`config.mk`:
```
export PLATFORM = sky130hd
export DESIGN_NAME = rst_supervisor
export DESIGN_NICKNAME = d
export VERILOG_FILES = /design/src/rtl/rsv_pkg.sv /design/src/rtl/rsv_sync.sv /design/src/rtl/rsv_wdog.sv /design/src/rtl/rst_supervisor.sv
export SDC_FILE = /design/constraint.sdc
export NUM_CORES = 1
export LEC_CHECK = 0
export ABC_AREA = 0
export BUFFER_PORTS_ARGS = -buffer_cell sky130_fd_sc_hd__buf_2
export CAP_MARGIN = 15
export CORE_ASPECT_RATIO = 2
export CORE_UTILIZATION = 50
export DETAILED_ROUTE_END_ITERATION = 8
export PLACE_DENSITY = 0.67
export SETUP_SLACK_MARGIN = 0.1
export SLEW_MARGIN = 30
export SYNTH_ARGS = -nofsm -noshare
export SYNTH_HDL_FRONTEND = slang
export SYNTH_SLANG_ARGS = --single-unit
```
`constraint.sdc`:
```
create_clock -name clk -period 2.3 [get_ports clk]
set_clock_uncertainty 0.2 [all_clocks]
set_input_delay 0.115 -clock clk [delete_from_list [all_inputs] [get_ports clk]]
set_output_delay 0.115 -clock clk [all_outputs]
set_load 0.005 [all_outputs]
```
`src/rtl/rsv_pkg.sv`:
```
package rsv_pkg;
    typedef enum logic [2:0] {
        ST_PWR_OFF,
        ST_HOLD,
        ST_PRESS,
        ST_SETTLE,
        ST_WAIT_REL,
        ST_IDLE
    } sv_state_e;

    localparam logic [1:0] WD_OFF = 2'b00;
    localparam logic [1:0] WD_X1  = 2'b01;
    localparam logic [1:0] WD_X2  = 2'b10;
    localparam logic [1:0] WD_X4  = 2'b11;
endpackage

```
`src/rtl/rsv_sync.sv`:
```
module rsv_sync #(
    parameter int          WIDTH   = 3,
    parameter int          STAGES  = 2,
    parameter logic [WIDTH-1:0] RST_VAL = '0
) (
    input  logic             clk,
    input  logic             rst_n,
    input  logic [WIDTH-1:0] din,
    output logic [WIDTH-1:0] lvl,
    output logic [WIDTH-1:0] fall
);
    genvar i;
    generate
        for (i = 0; i < WIDTH; i++) begin : g_bit
            logic [STAGES:0] chain;
            always_ff @(posedge clk or negedge rst_n) begin
                if (!rst_n) chain <= {(STAGES+1){RST_VAL[i]}};
                else        chain <= {chain[STAGES-1:0], din[i]};
            end
            assign lvl[i]  = chain[STAGES-1];
            assign fall[i] = chain[STAGES] & ~chain[STAGES-1];
        end
    endgenerate
endmodule

```
`src/rtl/rsv_wdog.sv`:
```
module rsv_wdog
    import rsv_pkg::*;
#(
    parameter int BASE_MS = 250
) (
    input  logic       clk,
    input  logic       rst_n,
    input  logic       tick,
    input  logic       run,
    input  logic       kick,
    input  logic [1:0] sel,
    output logic       expire
);
    localparam int CW = $clog2(4 * BASE_MS + 1);

    logic [CW-1:0] cnt;
    logic [CW-1:0] lim;
    logic          at_end;

    always_comb begin
        unique case (sel)
            WD_X1:   lim = CW'(BASE_MS);
            WD_X2:   lim = CW'(2 * BASE_MS);
            WD_X4:   lim = CW'(4 * BASE_MS);
            default: lim = CW'(4 * BASE_MS);
        endcase
    end

    assign at_end = (cnt >= lim - CW'(1));
    assign expire = run && !kick && tick && (sel != WD_OFF) && at_end;

    always_ff @(posedge clk or negedge rst_n) begin
        if (!rst_n)                          cnt <= '0;
        else if (!run || kick)               cnt <= '0;
        else if (tick && sel != WD_OFF)      cnt <= at_end ? '0 : cnt + CW'(1);
    end

    AST_WD_OFF_SILENT: assert property (@(posedge clk) disable iff (!rst_n)
        (sel == WD_OFF) |-> !expire);
    AST_WD_KICK_CLEARS: assert property (@(posedge clk) disable iff (!rst_n)
        kick |=> (cnt == '0));
    AST_WD_IDLE_ONLY: assert property (@(posedge clk) disable iff (!rst_n)
        !run |=> (cnt == '0));
endmodule

```
`src/rtl/rst_supervisor.sv`:
```
module rst_supervisor
    import rsv_pkg::*;
#(
    parameter int HOLD_MS     = 250,
    parameter int WD_BASE_MS  = 250,
    parameter int SYNC_STAGES = 2
) (
    input  logic       clk,
    input  logic       rst_n,
    input  logic       ms_tick,
    input  logic       pwr_good,
    input  logic       rst_pin_in,
    input  logic       strobe_in,
    input  logic [1:0] wd_sel,
    output logic       rst_drive,
    output logic       busy
);
    localparam int SETTLE = SYNC_STAGES + 1;
    localparam int HMAX   = (HOLD_MS > SETTLE) ? HOLD_MS : SETTLE;
    localparam int HW     = $clog2(HMAX + 1);

    logic [2:0] s_lvl, s_fall;
    logic       pwr_lvl, pin_lvl, pin_fall, stb_fall, pwr_drop;
    logic       wd_expire;
    sv_state_e  state_q, state_d;
    logic [HW-1:0] hold_cnt;
    logic       hold_done, settle_done;

    rsv_sync #(.WIDTH(3), .STAGES(SYNC_STAGES), .RST_VAL(3'b110)) u_sync (
        .clk  (clk),
        .rst_n(rst_n),
        .din  ({strobe_in, rst_pin_in, pwr_good}),
        .lvl  (s_lvl),
        .fall (s_fall)
    );

    assign pwr_lvl  = s_lvl[0];
    assign pin_lvl  = s_lvl[1];
    assign pwr_drop = s_fall[0];
    assign pin_fall = s_fall[1];
    assign stb_fall = s_fall[2];

    rsv_wdog #(.BASE_MS(WD_BASE_MS)) u_wdog (
        .clk   (clk),
        .rst_n (rst_n),
        .tick  (ms_tick),
        .run   (state_q == ST_IDLE),
        .kick  (stb_fall),
        .sel   (wd_sel),
        .expire(wd_expire)
    );

    assign hold_done   = ms_tick && (hold_cnt == HW'(HOLD_MS - 1));
    assign settle_done = (hold_cnt == HW'(SETTLE - 1));

    always_comb begin
        state_d = state_q;
        if (!pwr_lvl) begin
            state_d = ST_PWR_OFF;
        end else begin
            unique case (state_q)
                ST_PWR_OFF:  state_d = ST_HOLD;
                ST_HOLD:     if (hold_done) state_d = ST_IDLE;
                ST_PRESS:    if (hold_done) state_d = ST_SETTLE;
                ST_SETTLE:   if (settle_done) state_d = pin_lvl ? ST_IDLE : ST_WAIT_REL;
                ST_WAIT_REL: if (pin_lvl) state_d = ST_HOLD;
                ST_IDLE: begin
                    if (pin_fall)       state_d = ST_PRESS;
                    else if (wd_expire) state_d = ST_HOLD;
                end
                default:     state_d = ST_PWR_OFF;
            endcase
        end
    end

    always_ff @(posedge clk or negedge rst_n) begin
        if (!rst_n) state_q <= ST_PWR_OFF;
        else        state_q <= state_d;
    end

    always_ff @(posedge clk or negedge rst_n) begin
        if (!rst_n)                                       hold_cnt <= '0;
        else if (state_d != state_q)                      hold_cnt <= '0;
        else if ((state_q == ST_HOLD || state_q == ST_PRESS) && ms_tick)
                                                          hold_cnt <= hold_cnt + HW'(1);
        else if (state_q == ST_SETTLE)                    hold_cnt <= hold_cnt + HW'(1);
    end

    always_comb begin
        rst_drive = 1'b0;
        busy      = 1'b1;
        unique case (state_q)
            ST_PWR_OFF, ST_HOLD, ST_PRESS: rst_drive = 1'b1;
            ST_SETTLE, ST_WAIT_REL:        rst_drive = 1'b0;
            ST_IDLE:                       busy      = 1'b0;
            default:                       rst_drive = 1'b1;
        endcase
    end

    AST_PWR_LOW_DRIVES: assert property (@(posedge clk) disable iff (!rst_n)
        !pwr_lvl |=> (rst_drive && busy));
    AST_PWR_DROP_DRIVES: assert property (@(posedge clk) disable iff (!rst_n)
        pwr_drop |=> (state_q == ST_PWR_OFF));
    AST_HOLD_IN_RANGE: assert property (@(posedge clk) disable iff (!rst_n)
        (state_q == ST_HOLD) |-> (hold_cnt < HW'(HOLD_MS)));
    AST_PRESS_STARTS: assert property (@(posedge clk) disable iff (!rst_n)
        (state_q == ST_IDLE && pwr_lvl && pin_fall) |=> (rst_drive && state_q == ST_PRESS));
    AST_WAIT_HELD: assert property (@(posedge clk) disable iff (!rst_n)
        (state_q == ST_WAIT_REL && pwr_lvl && !pin_lvl) |=> (state_q == ST_WAIT_REL && !rst_drive));
    AST_WD_PULSE: assert property (@(posedge clk) disable iff (!rst_n)
        (wd_expire && pwr_lvl && !pin_fall) |=> (rst_drive && state_q == ST_HOLD));
endmodule

```
==> flow_summary.json <==
{
  "netlist.area_leader.share_pct": 33.5,
  "r2r_setup_slack_ps": 210,
  "place_ws_ps": -120,
  "finalMaxSlewViolations": 0,
  "cts-buffers-inserted": 5,
  "via_per_inst": 5.96,
  "ys_seq_area_share_pct": 42.7,
  "vdd_drop_max_mv": 0.614,
  "min_period_ps": 2100,
  "cts-root-buf": "clkbuf_8",
  "initial_core_util_pct": 53.2,
  "final_nets": 231,
  "crit_chain": "buf_2, inv_1, ha_1, nor2b_2, ha_4, a211oi_2, o211ai_1, o211ai_1, o211ai_2, a211oi_1",
  "slowest_stage": "ha_1",
  "cpPeakStageDelay_ps": 340,
  "rsz0062_at_grt": "true",
  "power_density_nw_per_um2": 571,
  "drt-total-wl_mm": 3.91,
  "synth_fp_nets": 203,
  "ctsHtreeMaxLevel": 2,
  "overflow": 0,
  "drc_errors": 2,
  "antenna_found_initial": 0,
  "wl_per_cell_um": 16.3,
  "fp.dieW_um": 43.4,
  "path_class": "in -> reg",
  "drive_gt1_share_pct": 22.5,
  "reg2reg_to": "hold_cnt[6]$_DFFE_PN0P_",
  "hpwl_mm": 2.80,
  "power.total_mw": 1.18,
  "crit_family": "compound AO/OA/AOI/OAI gates",
  "grt_pass1_wl_mm": 6.60,
  "end_kind": "flop",
  "hold_path_depth": 0,
  "crit_required_ps": 2280,
  "syn_inst": 180,
  "cts_tree": "done",
  "grt_max_degree": 30,
  "synthTopCellsByArea": "dfrtp_1 34%, ha_1 11%, dfstp_2 9.2%, nor2_1 5.0%, xor2_1 4.6%",
  "r2r-start": "hold_cnt[1]$_DFFE_PN0P_",
  "min_from": "u_sync.g_bit[1].chain[0]$_DFF_PN1_",
  "ys_warn_count": 0,
  "clk_latency_ps": 290,
  "die_y_um": 84.9,
  "clkSlewWorstSetupHoldPaths_ps": 70,
  "die_area_um2": 3690,
  "synthDistinctLibCells": 35,
  "area_growth_pct": 20.3,
  "drt_iter0_markers": 47,
  "cp_common_cell": "o211ai_1",
  "setup_viol": 0,
  "synth.cells.most_frequent": "23 x dfrtp_1, 23 x nor2_1, 15 x ha_1, 15 x nand2_1",
  "fmax_mhz": 476,
  "path_buf_inv": 2,
  "maxSlewHeadroom_pct": 58.2,
  "io_buffer_count": 9,
  "ys.flop_type": "dfrtp_1",
  "postRouteAntennaNets": 0,
  "cp_max_fo": 5,
  "synth_edf_count": 0,
  "arrival_ps": 2080,
  "synth_area_leader_cell": "dfrtp_1",
  "ys_async_sr_fraction_pct": 100,
  "tightest_slew_ps": 627,
  "clock_sinks": 29,
  "num_rows": 29,
  "startpoint_type": "primary input",
  "syn_area_um2": 1720,
  "cap_violations": 0,
  "core_um2": 3230,
  "fill_cells": 280,
  "period_share_pct": 91.3,
  "hp-class": "reg -> reg",
  "hold_viol_final": 0,
  "synth.avg_cell_area_um2": 9.54,
  "hold_end": "u_sync.g_bit[1].chain[1]$_DFF_PN1_",
  "worst_slack_ps": 200,
  "p_leak_nw": 0.922,
  "drtPass1Iterations": 6,
  "vias": 1430,
  "grt_usage_pct": 24.5,
  "grt_pass1_vias": 1510,
  "status": "finished, violations left",
  "ios": 10,
  "ys_seq_elements": 29,
  "antenna_cells": 0,
  "gp_congestion": 0.905,
  "violations": "DRC",
  "r2r_cells": 7,
  "clockBufferDepth": 2
}
## layout make-up
| type | instances | area (um2) | area share (%) |
|---|---|---|---|
| inverters | 10 | 37.5 | 1.82 |
| repair buffers | 25 | 179 | 8.66 |
| clock inverters | 2 | 35.0 | 1.70 |
| flip-flops and latches | 29 | 734 | 35.6 |
| multi-input cells | 137 | 968 | 46.9 |
| clock buffers | 6 | 72.6 | 3.51 |
| well taps | 31 | 38.8 | 1.88 |
## layout by cell type, fill, tap and decap left out, types with 9 or more instances in the layout
cell type	count
nor2_1	22
nand2_1	15
xor2_1	9
ha_1	13
inv_1	10
buf_4	11
dfrtp_1	22
o21ai_0	10
buf_2	9
## through the flow
stage,utilization (%),hold WS (ps),instances,TNS (ps),cell area (um2)
after global placement,57.3,-45.3,225,-239,1850
after CTS,62.4,149,239,0,2010
after floorplan,-,-381,180,0,1720
final,64.0,142,240,0,2070
after detailed placement,57.3,-29.7,225,-1220,1850
after global routing,64.0,146,240,0,2070
## worst max path at each step
stage	from	end	cells past startpoint
2_1_floorplan	wd_sel[0]	hold_cnt[1]$_DFFE_PN0P_	9
3_3_place_gp	wd_sel[0]	u_wdog.cnt[2]$_DFFE_PN0P_	11
3_5_place_dp	wd_sel[0]	hold_cnt[6]$_DFFE_PN0P_	11
4_1_cts	u_wdog.cnt[4]$_DFFE_PN0P_	hold_cnt[6]$_DFFE_PN0P_	7
5_1_grt	u_wdog.cnt[4]$_DFFE_PN0P_	hold_cnt[3]$_DFFE_PN0P_	7
6_report	wd_sel[0]	hold_cnt[1]$_DFFE_PN0P_	10
## repair_timing
| item | in CTS | in global routing |
|---|---|---|
| endpoints found under the hold margin | 26 | 0 |
| setup buffers | 2 | 1 |
| hold buffers | 4 | 0 |
| pin swaps | 1 | 5 |
| endpoints found under the setup margin | 7 | 5 |
| cloned | 0 | 0 |
| gates resized for setup | 1 | 8 |
## cell families after synthesis
family / after synthesis / share of synthesized area, %
AND/OR/NAND/NOR: 76 / 23.5
multiplexers: 2 / 1.17
adder cells (fa/ha/maj): 15 / 10.9
AO/OA/AOI/OAI: 30 / 11.2
buffers and inverters: 14 / 3.28
flip-flops: 29 / 42.7
XOR/XNOR: 14 / 7.14
## registers in the layout, summed over array words and instances (netlist names)
| register | count |
|---|---|
| hold_cnt | 8 |
| state_q | 3 |
| u_sync.g_bit.chain | 8 |
| u_wdog.cnt | 10 |
## layer usage
| metal | global-route usage [%] | wire [um] |
|---|---|---|
| met1 | 22.6 | 1420 |
| met2 | 46.7 | 2280 |
| met3 | 5.11 | 82 |
| met4 | 13.1 | 125 |
| met5 | 0 | 0 |
## power breakdown
part           internal (mW)  switching (mW)  total, mW
clock                  0.321           0.198      0.519
combinational         0.0559          0.0625      0.118
sequential             0.528          0.0131      0.541
## worst register-to-register path: stages (launching register included)
cell	delay, ps
dfrtp_1	410
ha_1	180
or4b_4	470
nor4_4	200
a222oi_1	170
o211ai_2	160
buf_6	170
nor2_2	40
Power figures use the tool's default switching activity.
